$ cat config.mk
export PLATFORM = sky130hd
export DESIGN_NAME = sfo_outmux
export DESIGN_NICKNAME = d
export VERILOG_FILES = /design/src/rtl/sfo_pkg.sv /design/src/rtl/sfo_regs.sv /design/src/rtl/sfo_gate.sv /design/src/rtl/sfo_outmux.sv
export SDC_FILE = /design/constraint.sdc
export NUM_CORES = 1
export LEC_CHECK = 0
export BUFFER_PORTS_ARGS = -buffer_cell sky130_fd_sc_hd__buf_2
export CORE_AREA = 2 2 39 41
export CTS_BUF_LIST = sky130_fd_sc_hd__clkbuf_8
export CTS_CLUSTER_DIAMETER = 200
export DETAILED_ROUTE_END_ITERATION = 7
export DIE_AREA = 0 0 41 43
export GPL_TIMING_DRIVEN = 0
export PLACE_DENSITY_LB_ADDON = 0.08
export SETUP_SLACK_MARGIN = 0.05
export SYNTH_ARGS = -nofsm -noshare
export SYNTH_HDL_FRONTEND = slang
export SYNTH_SLANG_ARGS = --single-unit
$ cat constraint.sdc
create_clock -name clk -period 1.2 [get_ports clk]
set_input_delay 0.12 -clock clk [delete_from_list [all_inputs] [get_ports clk]]
set_output_delay 0.12 -clock clk [all_outputs]
set_load 0.005 [all_outputs]
$ cat src/rtl/sfo_pkg.sv
package sfo_pkg;
  localparam int NUM_EN  = 4;
  localparam int NUM_PIN = 5;

  // enable register bit positions
  localparam int EN_LINE  = 0;
  localparam int EN_FRAME = 1;
  localparam int EN_TMR   = 2;
  localparam int EN_BUZ   = 3;

  // data register bit positions
  localparam int D_LC     = 0;
  localparam int D_SHARED = 1;
  localparam int D_TMR    = 2;
  localparam int D_BUZ    = 3;
  localparam int D_BUZN   = 4;

  typedef logic [NUM_EN-1:0]  en_vec_t;
  typedef logic [NUM_PIN-1:0] pin_vec_t;

  // HIGH-idle gating: data masks the waveform, idle is 1
  function automatic logic gate_high(input logic dat, input logic en, input logic sig);
    return dat & (en ? sig : 1'b1);
  endfunction

  // LOW-idle gating: data overrides the waveform, idle is 0
  function automatic logic gate_low(input logic dat, input logic en, input logic sig);
    return dat | (en ? sig : 1'b0);
  endfunction
endpackage

$ cat src/rtl/sfo_regs.sv
module sfo_regs
  import sfo_pkg::*;
#(
  parameter int       ADDR_W    = 2,
  parameter int       DATA_W    = 8,
  parameter int       CTRL_ADDR = 0,
  parameter int       DATA_ADDR = 1,
  parameter pin_vec_t DATA_RST  = 5'b10111
) (
  input  logic              clk,
  input  logic              rst_n,
  input  logic              bus_sel,
  input  logic              bus_wr,
  input  logic [ADDR_W-1:0] bus_addr,
  input  logic [DATA_W-1:0] bus_wdata,
  output logic [DATA_W-1:0] bus_rdata,
  output en_vec_t           ctrl_q,
  output pin_vec_t          data_q,
  output logic              wr_ctrl,
  output logic              wr_data
);
  localparam logic [ADDR_W-1:0] A_CTRL = ADDR_W'(CTRL_ADDR);
  localparam logic [ADDR_W-1:0] A_DATA = ADDR_W'(DATA_ADDR);

  assign wr_ctrl = bus_sel && bus_wr && (bus_addr == A_CTRL);
  assign wr_data = bus_sel && bus_wr && (bus_addr == A_DATA);

  always_ff @(posedge clk or negedge rst_n) begin
    if (!rst_n) begin
      ctrl_q <= '0;
      data_q <= DATA_RST;
    end else begin
      if (wr_ctrl) ctrl_q <= bus_wdata[NUM_EN-1:0];
      if (wr_data) data_q <= bus_wdata[NUM_PIN-1:0];
    end
  end

  always_comb begin
    bus_rdata = '0;
    if (bus_sel && !bus_wr) begin
      if (bus_addr == A_CTRL) bus_rdata[NUM_EN-1:0]  = ctrl_q;
      if (bus_addr == A_DATA) bus_rdata[NUM_PIN-1:0] = data_q;
    end
  end
endmodule

$ cat src/rtl/sfo_gate.sv
module sfo_gate
  import sfo_pkg::*;
#(
  parameter bit IDLE_HIGH = 1'b1
) (
  input  logic dat,
  input  logic en,
  input  logic sig,
  output logic pin
);
  generate
    if (IDLE_HIGH) begin : g_high
      assign pin = gate_high(dat, en, sig);
    end else begin : g_low
      assign pin = gate_low(dat, en, sig);
    end
  endgenerate
endmodule

$ cat src/rtl/sfo_outmux.sv
module sfo_outmux
  import sfo_pkg::*;
#(
  parameter int       ADDR_W    = 2,
  parameter int       DATA_W    = 8,
  parameter int       CTRL_ADDR = 0,
  parameter int       DATA_ADDR = 1,
  parameter pin_vec_t DATA_RST  = 5'b10111
) (
  input  logic              clk,
  input  logic              rst_n,
  input  logic              bus_sel,
  input  logic              bus_wr,
  input  logic [ADDR_W-1:0] bus_addr,
  input  logic [DATA_W-1:0] bus_wdata,
  output logic [DATA_W-1:0] bus_rdata,
  input  logic              lcd_line_clk,
  input  logic              lcd_frame,
  input  logic              tmr_clk,
  input  logic              buzz_in,
  input  logic              opt_b_alt,
  input  logic              opt_e_inv,
  output logic              pin_lc,
  output logic              pin_shared,
  output logic              pin_tmr,
  output logic              pin_buz,
  output logic              pin_buz_n
);
  en_vec_t  ctrl_q;
  pin_vec_t data_q;
  logic     wr_ctrl;
  logic     wr_data;

  sfo_regs #(
    .ADDR_W(ADDR_W), .DATA_W(DATA_W), .CTRL_ADDR(CTRL_ADDR),
    .DATA_ADDR(DATA_ADDR), .DATA_RST(DATA_RST)
  ) u_regs (
    .clk(clk), .rst_n(rst_n), .bus_sel(bus_sel), .bus_wr(bus_wr),
    .bus_addr(bus_addr), .bus_wdata(bus_wdata), .bus_rdata(bus_rdata),
    .ctrl_q(ctrl_q), .data_q(data_q), .wr_ctrl(wr_ctrl), .wr_data(wr_data)
  );

  // named internal events for the checker
  logic frame_gated;    // frame path after data gating
  logic tmr_inv_path;   // inverted timer or LOW idle
  logic shared_alt;     // shared pin value in alternate mode

  sfo_gate #(.IDLE_HIGH(1'b1)) u_lc (
    .dat(data_q[D_LC]), .en(ctrl_q[EN_LINE]), .sig(lcd_line_clk), .pin(pin_lc));

  sfo_gate #(.IDLE_HIGH(1'b1)) u_tmr (
    .dat(data_q[D_TMR]), .en(ctrl_q[EN_TMR]), .sig(tmr_clk), .pin(pin_tmr));

  sfo_gate #(.IDLE_HIGH(1'b0)) u_buz (
    .dat(data_q[D_BUZ]), .en(ctrl_q[EN_BUZ]), .sig(buzz_in), .pin(pin_buz));

  sfo_gate #(.IDLE_HIGH(1'b1)) u_frm (
    .dat(data_q[D_SHARED]), .en(ctrl_q[EN_FRAME]), .sig(lcd_frame), .pin(frame_gated));

  assign tmr_inv_path = ctrl_q[EN_TMR] ? ~tmr_clk : 1'b0;
  assign shared_alt   = ctrl_q[EN_FRAME] ? frame_gated : tmr_inv_path;
  assign pin_shared   = opt_b_alt ? shared_alt : data_q[D_SHARED];

  assign pin_buz_n    = opt_e_inv ? (ctrl_q[EN_BUZ] ? ~buzz_in : 1'b1) : data_q[D_BUZN];
endmodule

### Word-level counts from Yosys, hierarchy flattened

Cells that the tools add are included.

| operators by class | value |
|---|---|
| $add $sub $neg | 0 |
| multiply operators | 0 |
| div/mod/pow operators | 0 |
| magnitude comparators | 0 |
| equal/unequal tests | 1 |
| shift-type cells | 0 |
| mux-type cells | 12 |
| bitwise operators | 6 |
| reductions and logical operators | 6 |

Operators by type and width:

| operator | count |
|---|---|
| 5-bit two-way mux | 2 |
| 1-bit two-way mux | 9 |
| 1-bit logical AND | 4 |
| 4-bit two-way mux | 1 |
| 1-bit AND | 3 |
| 2-bit by 1-bit == test with 1-bit output, second input constant | 1 |
| 2-bit zero test | 1 |
| 1-bit NOT | 2 |
| 1-bit zero test | 1 |
| 1-bit bitwise OR | 1 |

| storage, ports and cells | value |
|---|---|
| register bits after elaboration | 9 |
| latch bits | 0 |
| RAM bits | 0 |
| ROM bits | 0 |
| bits of input ports | 20 |
| output and inout port bits | 13 |
| logic and storage cells | 27 |
| memories kept | 0 |

### Longest topological paths before layout

Gate-level depths: netlist (run 1).

| depth | value |
|---|---|
| depth in word-level cells | 4 |
| mapped depth | 3 |
| gate-level depth less buffers | 2 |

### Modules after synthesis

Synthesis (run 1) repeated with hierarchy kept, for this count alone.

| unflattened totals | value |
|---|---|
| cells, all modules | 51 |
| area, all modules | 584.3 um^2 |

Modules (own cells, without submodules):

| module | instances | cells an instance | area an instance (um^2) | seq. area each (um^2) |
|---|---|---|---|---|
| sfo_regs | 1 | 38 | 510.5 | 230.2 |
| sfo_gate (u_frm ...) | 3 | 2 | 11.3 | 0.0 |
| sfo_outmux | 1 | 6 | 32.5 | 0.0 |
| sfo_gate (u_buz) | 1 | 1 | 7.5 | 0.0 |

### Least setup slack after synthesis (run 1)

Ideal clock, no wire load.

| path | value |
|---|---|
| path kind | input to register |
| start | input bus_addr[0] |
| end | register u_regs.ctrl_q[0] |
| setup time | 0.125 ns |
| data arrival time | 0.876 ns |
| data required time | 1.075 ns |
| path slack | 0.199 ns |
| cell stages on the path | 3 |
| buffers on the path | 1 |
| cells stage by stage | buf_6 and4bb_4 mux2_4 |

| between the ends | value |
|---|---|
| longest elaborated chain between the ends | 2 |

RTL lines:

| item | RTL line | text |
|---|---|---|
| start: declaration | sfo_outmux.sv:14 | `input logic [ADDR_W-1:0] bus_addr,` |
| 2-bit zero test | sfo_regs.sv:25 | `assign wr_ctrl = bus_sel && bus_wr && (bus_addr == A_CTRL);` |
| 1-bit logical AND | sfo_regs.sv:25 |  |
| end signal: assignment | sfo_regs.sv:33 | `if (wr_ctrl) ctrl_q <= bus_wdata[NUM_EN-1:0];` |
| end: declaration | sfo_regs.sv:17 | `output en_vec_t ctrl_q,` |

No other way between the ends.
A chain may end at the register's enable or synchronous reset.

### Worst setup path after layout (run 1)

| path | value |
|---|---|
| start | register u_regs.data_q[4] |
| end | output pin_buz_n |

| between the ends | value |
|---|---|
| longest elaborated chain between the ends | 1 |

RTL lines:

| item | RTL line | text |
|---|---|---|
| start: declaration | sfo_regs.sv:18 | `output pin_vec_t data_q,` |
| start signal: assignment | sfo_regs.sv:34 | `if (wr_data) data_q <= bus_wdata[NUM_PIN-1:0];` |
| 1-bit two-way mux | sfo_outmux.sv:64 | `assign pin_buz_n = opt_e_inv ? (ctrl_q[EN_BUZ] ? ~buzz_in : 1'b1) : data_q[D_BUZN];` |
| end: declaration | sfo_outmux.sv:27 | `output logic pin_buz_n` |

No other way between the ends.

==> flow_summary.toml, run 1 <==
[routing]
drc_errors = 0
first_iter_violations = 8
first_pass_iters = 4
vias = 442
postRouteAntennaNets = 0
wl_per_cell_um = 11.6
viasPerCell = 4.65
routed_wl_um = 1100

[hold_path]
worstHoldPathType = "input pin to flip-flop"

[cells_and_area]
layout_common_cells = "buf_2 (25), nor2_1 (6), mux2_2 (5), dfrtp_1 (5)"
area_growth_pct = 39.7
antennaDiodeCount = 0
layoutNonFillerInstCount = 95
nets = 100
fillers = 142
mostFrequentLayoutCell = "buf_2"
seq_area_um2 = 230
drive_gt1_frac = 0.633
multi_input_area_um2 = 308

[cts]
clockBufferDepth = 2
clock_latency_ns = 0.22
clockRootBuffer = "clkbuf_8"
cts_tree = "built"
post_cts_buffers = 0
clock-sinks = 9
clk_pin_slew_worst_paths_ns = 0.04
cts_htree_levels = 1
numCtsBuffers = 3

[timing]
hold_violations = 0
finClkSkew_ns = 0
postLayoutSetupSlackWorst_ns = 0.0441
min_period_ns = 1.16
rsz0062_at_grt = "yes"
fin_crit_sh = 0.963
slew_violations = 0
finalSetupViolCount = 0
fmax_mhz = 865

[worst_setup_path]
end_kind = "output pin"
arrival_ns = 1.04
crit_chain = "nor2_1 -> a31oi_1 -> buf_2"
critical-path-top-delay-family = "flip-flops"
critPathSlowestCell = "dfstp_2"
cp_max_fo = 3
worst_setup_path_start_kind = "flip-flop"
cp.required_ns = 1.08
cp.buffers_inverters = 1
crit_type = "flip-flop to output pin"
slowest_delay_ns = 0.53

[yosys]
synth_cell_types = 20
avgSynthCellArea_um2 = 11.9
yosysWarnings = 0
synth_cells = 47
yosysSeqAreaShare = 0.411
ys_ff_latch = 9
netlist_area_um2 = 561

[floorplanning]
io_pins = 33
fp.coreArea_um2 = 1380
start_util = 0.405
rows = 14
dieArea_um2 = 1760
die_width_um = 41
die_h_um = 43

[global_routing]
grt_max_degree = 10
grt_pass1_vias = 379
grt_pass1_wl_um = 1560
antenna_found_initial = 0
overflow = 0
track_usage = 0.135

[placed_design]
post-place-ws_ns = 0.104
dpl.cell_count = 90
portBuffers = 25
gp_congestion = 0.591
dp_hpwl_um = 833

[power]
vdd_drop_max_mv = 0.985
p_leak_nw = 0.417
powerDensity_nw_per_um2 = 1350

[job]
maxCapViolCount = 0

[status]
status = "finished clean"
## routing by layer
metal  routed length, um  GRT usage
met4                   0     0.0600
met2                 510      0.197
met5                   0          0
met1                 491      0.168
met3                  96     0.0576
## through the flow
step	utilization	TNS [ns]	hold WS [ns]	instance area, um^2	total power [mW]
finish	0.566	0	0.128	783	1.06
CTS	0.561	0	0.127	776	1.07
floorplan	-	0	-0.176	568	0.609
detailed placement	0.515	0	-0.0150	713	0.712
global route	0.566	-0.0735	0.128	783	1.14
global placement	0.515	0	-0.0110	713	0.707
## sequential cells by signal, summed over array words and instances, names as in the netlist
name / flops
u_regs.ctrl_q: 4
u_regs.data_q: 5
## repair_timing
item	4_1_cts	5_1_grt
endpoints found under the hold margin	9	0
resized for setup	3	2
pin swaps	2	0
setup endpoints to repair	4	7
hold buffers	1	0
## cells in the mapped netlist
cell	instances	area [um^2]
a21boi_0	2	15.0
a21o_1	1	7.51
a31oi_1	1	6.26
and2_1	1	6.26
and4bb_4	1	16.3
buf_4	3	22.5
buf_6	1	11.3
conb_1	1	3.75
dfrtp_1	5	125
dfstp_2	4	105
inv_1	3	11.3
mux2_2	5	56.3
mux2_4	4	60.1
mux2i_1	4	40.0
nand2_1	1	3.75
nand2b_1	1	6.26
nand4b_4	1	23.8
nor2_1	6	22.5
o32ai_1	1	8.76
or3b_1	1	8.76
## logic make-up (layout without fill, tap and decap cells)
| kind of cell | Yosys count | after routing | share of synthesized area |
|---|---|---|---|
| muxes | 13 | 13 | 0.279 |
| and+or+nand+nor | 12 | 12 | 0.156 |
| DFF | 9 | 9 | 0.411 |
| buffers and inverters | 7 | 37 | 0.0804 |
| AOI/OAI and AO/OA | 5 | 5 | 0.0670 |
| other | 1 | 3 | 0.00669 |
## area by class of cell
class / instances / area share
Buffer: 4 / 0.0431
Clock buffer: 3 / 0.0527
Clock inverter: 1 / 0.00479
Inverter: 3 / 0.0144
Multi-Input combinational cell: 33 / 0.393
Sequential cell: 9 / 0.294
Tap cell: 16 / 0.0256
Timing Repair Buffer: 26 / 0.173
## power breakdown
part	internal [mW]	switching [mW]	total [mW]	leakage, nW
Sequential	0.394	0.0579	0.452	0.102
Clock	0.222	0.111	0.333	0.0269
Combinational	0.176	0.0961	0.272	0.288
Total	0.792	0.265	1.06	0.417
## worst paths after layout
kind | startpoint | endpoint | slack, ns | depth (start not counted)
max reg2reg | u_regs.ctrl_q[1] | u_regs.ctrl_q[1] | 0.38 | 1
min reg2reg | u_regs.ctrl_q[2] | u_regs.ctrl_q[2] | 0.54 | 1
max | u_regs.data_q[4] | pin_buz_n | 0.04 | 3
min | bus_wdata[4] | u_regs.data_q[4] | 0.13 | 2
min in group asynchronous | rst_n | u_regs.ctrl_q[1] | 0.27 | 2
max in group asynchronous | rst_n | u_regs.data_q[4] | 0.68 | 2
Power figures use the tool's default switching activity.
==> run 2, diff against run 1 <==
--- a/config.mk
+++ b/config.mk
@@ -5,6 +5,7 @@
 export SDC_FILE = /design/constraint.sdc
 export NUM_CORES = 1
 export LEC_CHECK = 0
+export ABC_AREA = 1
 export BUFFER_PORTS_ARGS = -buffer_cell sky130_fd_sc_hd__buf_2
 export CORE_AREA = 2 2 39 41
 export CTS_BUF_LIST = sky130_fd_sc_hd__clkbuf_8
==> run 2 against run 1 <==
Compared with the run above:
- the run now ends with setup timing left
- critical endpoint is now bus_rdata[2]
- sequential power decreased by 4.4%
- clock skew unchanged
- synthesized cell count grew 68%
- count of clock-buffer cells in the layout is the same
- synthesized area increased by 2.5%
- largest cell class unchanged
- first-iteration DRC count increased by 50%
- global-route usage increased by 3.0 points
- maximum frequency decreased by 7.6%
- register-to-register slack improved by 0.09 ns
- utilization is 2.1 points higher
- worst setup slack worse by 0.095 ns
- total power shrank 3.6%
==> flow_summary.toml, run 2 <==
[floorplanning]
io_pins = 33
die_width_um = 41
rows = 14
start_util = 0.415
die_h_um = 43
fp.coreArea_um2 = 1380
dieArea_um2 = 1760

[routing]
met2_length_um = 680
vias = 598
wl_met1_um = 597
postRouteAntennaNets = 0
topRoutingLayerUsed = "met4"
routed_wl_um = 1340
viasPerCell = 4.67
wl_met3_um = 53
wl_per_cell_um = 10.5
first_iter_violations = 12
first_pass_iters = 4
drc_errors = 0

[yosys]
synth_top_family_by_area = "simple AND/OR/NAND/NOR gates"
synthMuxAreaShare = 0
synth_edf_count = 0
yosysSeqAreaShare = 0.401
synth_top_area_frac = 0.218
ys_ff_latch = 9
synth_cell_types = 17
synth_top_area_cell = "dfrtp_1"
ys_top_cells_by_area = "dfrtp_1 (22%), nand2_1 (20%), dfstp_2 (18%)"
synth.most_common_cell = "nand2_1"
synth_cells = 79
synth_compound_area_frac = 0.0719
async_flop_share = 1.00
avgSynthCellArea_um2 = 7.27
netlist_area_um2 = 574
yosysWarnings = 0
synth_common_cells = "nand2_1 (30), nand3_1 (13), dfrtp_1 (5), inv_1 (5)"
synth-main-ff-cell = "dfrtp_1"
synth-simple-area-share = 0.423
synth_xor_area_frac = 0
synthAdderAreaFrac = 0

[global_routing]
grt_pass1_vias = 493
track_usage = 0.166
antenna_found_initial = 0
overflow = 0
grt_max_degree = 11
grt_pass1_wl_um = 1940

[timing]
fin_crit_sh = 1.04
hold-worst-slack_ns = 0.108
slew_violations = 0
finalSetupViolCount = 2
fin_setup_tns_ns = -0.0645
postLayoutSetupSlackWorst_ns = -0.0506
hold_violations = 0
fmax_mhz = 800
finClkSkew_ns = 0
rsz0062_at_grt = "yes"
min_period_ns = 1.25

[placed_design]
post-place-ws_ns = 0.213
dpl.cell_count = 123
place_area_um2 = 732
portBuffers = 26
dp_hpwl_um = 972
gp_congestion = 0.760

[power]
p_leak_nw = 0.463
p_total_mw = 1.02
vdd_drop_max_mv = 0.724
powerDensity_nw_per_um2 = 1250

[cells_and_area]
final_core_util = 0.587
nets = 133
layout_common_cells = "nand2_1 (30), buf_2 (26), nand3_1 (11)"
reg.largest.list = "u_regs.data_q: 5 flops, u_regs.ctrl_q: 4 flops"
drive_gt1_frac = 0.438
top_register = "u_regs.data_q"
area_growth_pct = 41.4
antennaDiodeCount = 0
largest_reg_flops = 5
mostFrequentLayoutCell = "nand2_1"
layoutNonFillerInstCount = 128
finalInstanceArea_um2 = 812
fillers = 146

[worst_setup_path]
worst_setup_path_start_kind = "flip-flop"
crit_type = "flip-flop to output pin"
arrival_ns = 1.13
regToRegSetupSlack_ns = 0.47
cp.required_ns = 1.08
cp_max_fo = 3
end_kind = "output pin"

[status]
violations = "setup timing"
status = "finished with violations"

[cts]
cts_htree_levels = 1
clock-sinks = 9
clockBufferDepth = 2
cts_tree = "built"
clockRootBuffer = "clkbuf_8"
clk_pin_slew_worst_paths_ns = 0.05
clock_latency_ns = 0.23
post_cts_buffers = 0
numCtsBuffers = 3

[hold_path]
worstHoldPathType = "input pin to flip-flop"

[job]
maxCapViolCount = 0
==> run 2: cell count changes in the layout (fill, tap and decap cells not counted), moves of 2 or more <==
cell and delta:
nand3_2 +2, nand2_1 +29, nor2_1 -3, inv_2 +4, nor2_4 +2, a21oi_1 +3
mux2_4 -4, mux2i_1 -4, nand3_1 +11, mux2_2 -5
==> run 2: kinds of logic after synthesis <==
| group | count (synthesis) |
|---|---|
| buffers and inverters | 11 |
| AOI/OAI and AO/OA | 7 |
| other | 1 |
| and+or+nand+nor | 51 |
| DFF | 9 |
==> run 2: repair_timing <==
action | CTS | global route
endpoints found under the hold margin | 9 | 0
gates cloned | 0 | 0
hold buffers | 1 | 0
gates resized for setup | 5 | 4
endpoints found under the setup margin | 6 | 8
pin swaps | 4 | 3
==> run 2: where the power goes <==
part	internal, mW	switching [mW]	total [mW]
Combinational	0.117	0.127	0.244
Clock	0.223	0.120	0.343
Sequential	0.381	0.0514	0.432
==> run 2: per-layer routing <==
metal  vias up  global-route usage
met5         -                   0
met4         0              0.0800
met3         2              0.0314
met2        11               0.259
met1       272               0.208
li1        313                   -
==> run 2: layout make-up <==
type / count / area [um^2] / area share
plain buffers: 4 / 30.0 / 0.0370
clock buffers: 3 / 41.3 / 0.0508
clock inverters: 1 / 3.75 / 0.00462
inverters: 7 / 26.3 / 0.0324
multi-input cells: 61 / 320 / 0.394
flip-flops and latches: 9 / 230 / 0.284
well taps: 16 / 20.0 / 0.0247
repair buffers: 27 / 140 / 0.173
==> run 2: final timing paths <==
check / start / endpoint / cells after the start
setup / recovery: u_regs.data_q[2] / bus_rdata[2] / 3
hold / removal: bus_wdata[4] / u_regs.data_q[4] / 3
setup reg to reg: u_regs.data_q[2] / u_regs.data_q[2] / 2
hold reg to reg: u_regs.data_q[0] / u_regs.data_q[0] / 2
max in group asynchronous: rst_n / u_regs.data_q[0] / 2
min in group asynchronous: rst_n / u_regs.ctrl_q[2] / 2
==> run 2: critical path, cell delays in order (launching register included) <==
cell	delay, ns
dfstp_2	0.55
nand3_2	0.07
a21oi_1	0.14
buf_2	0.14
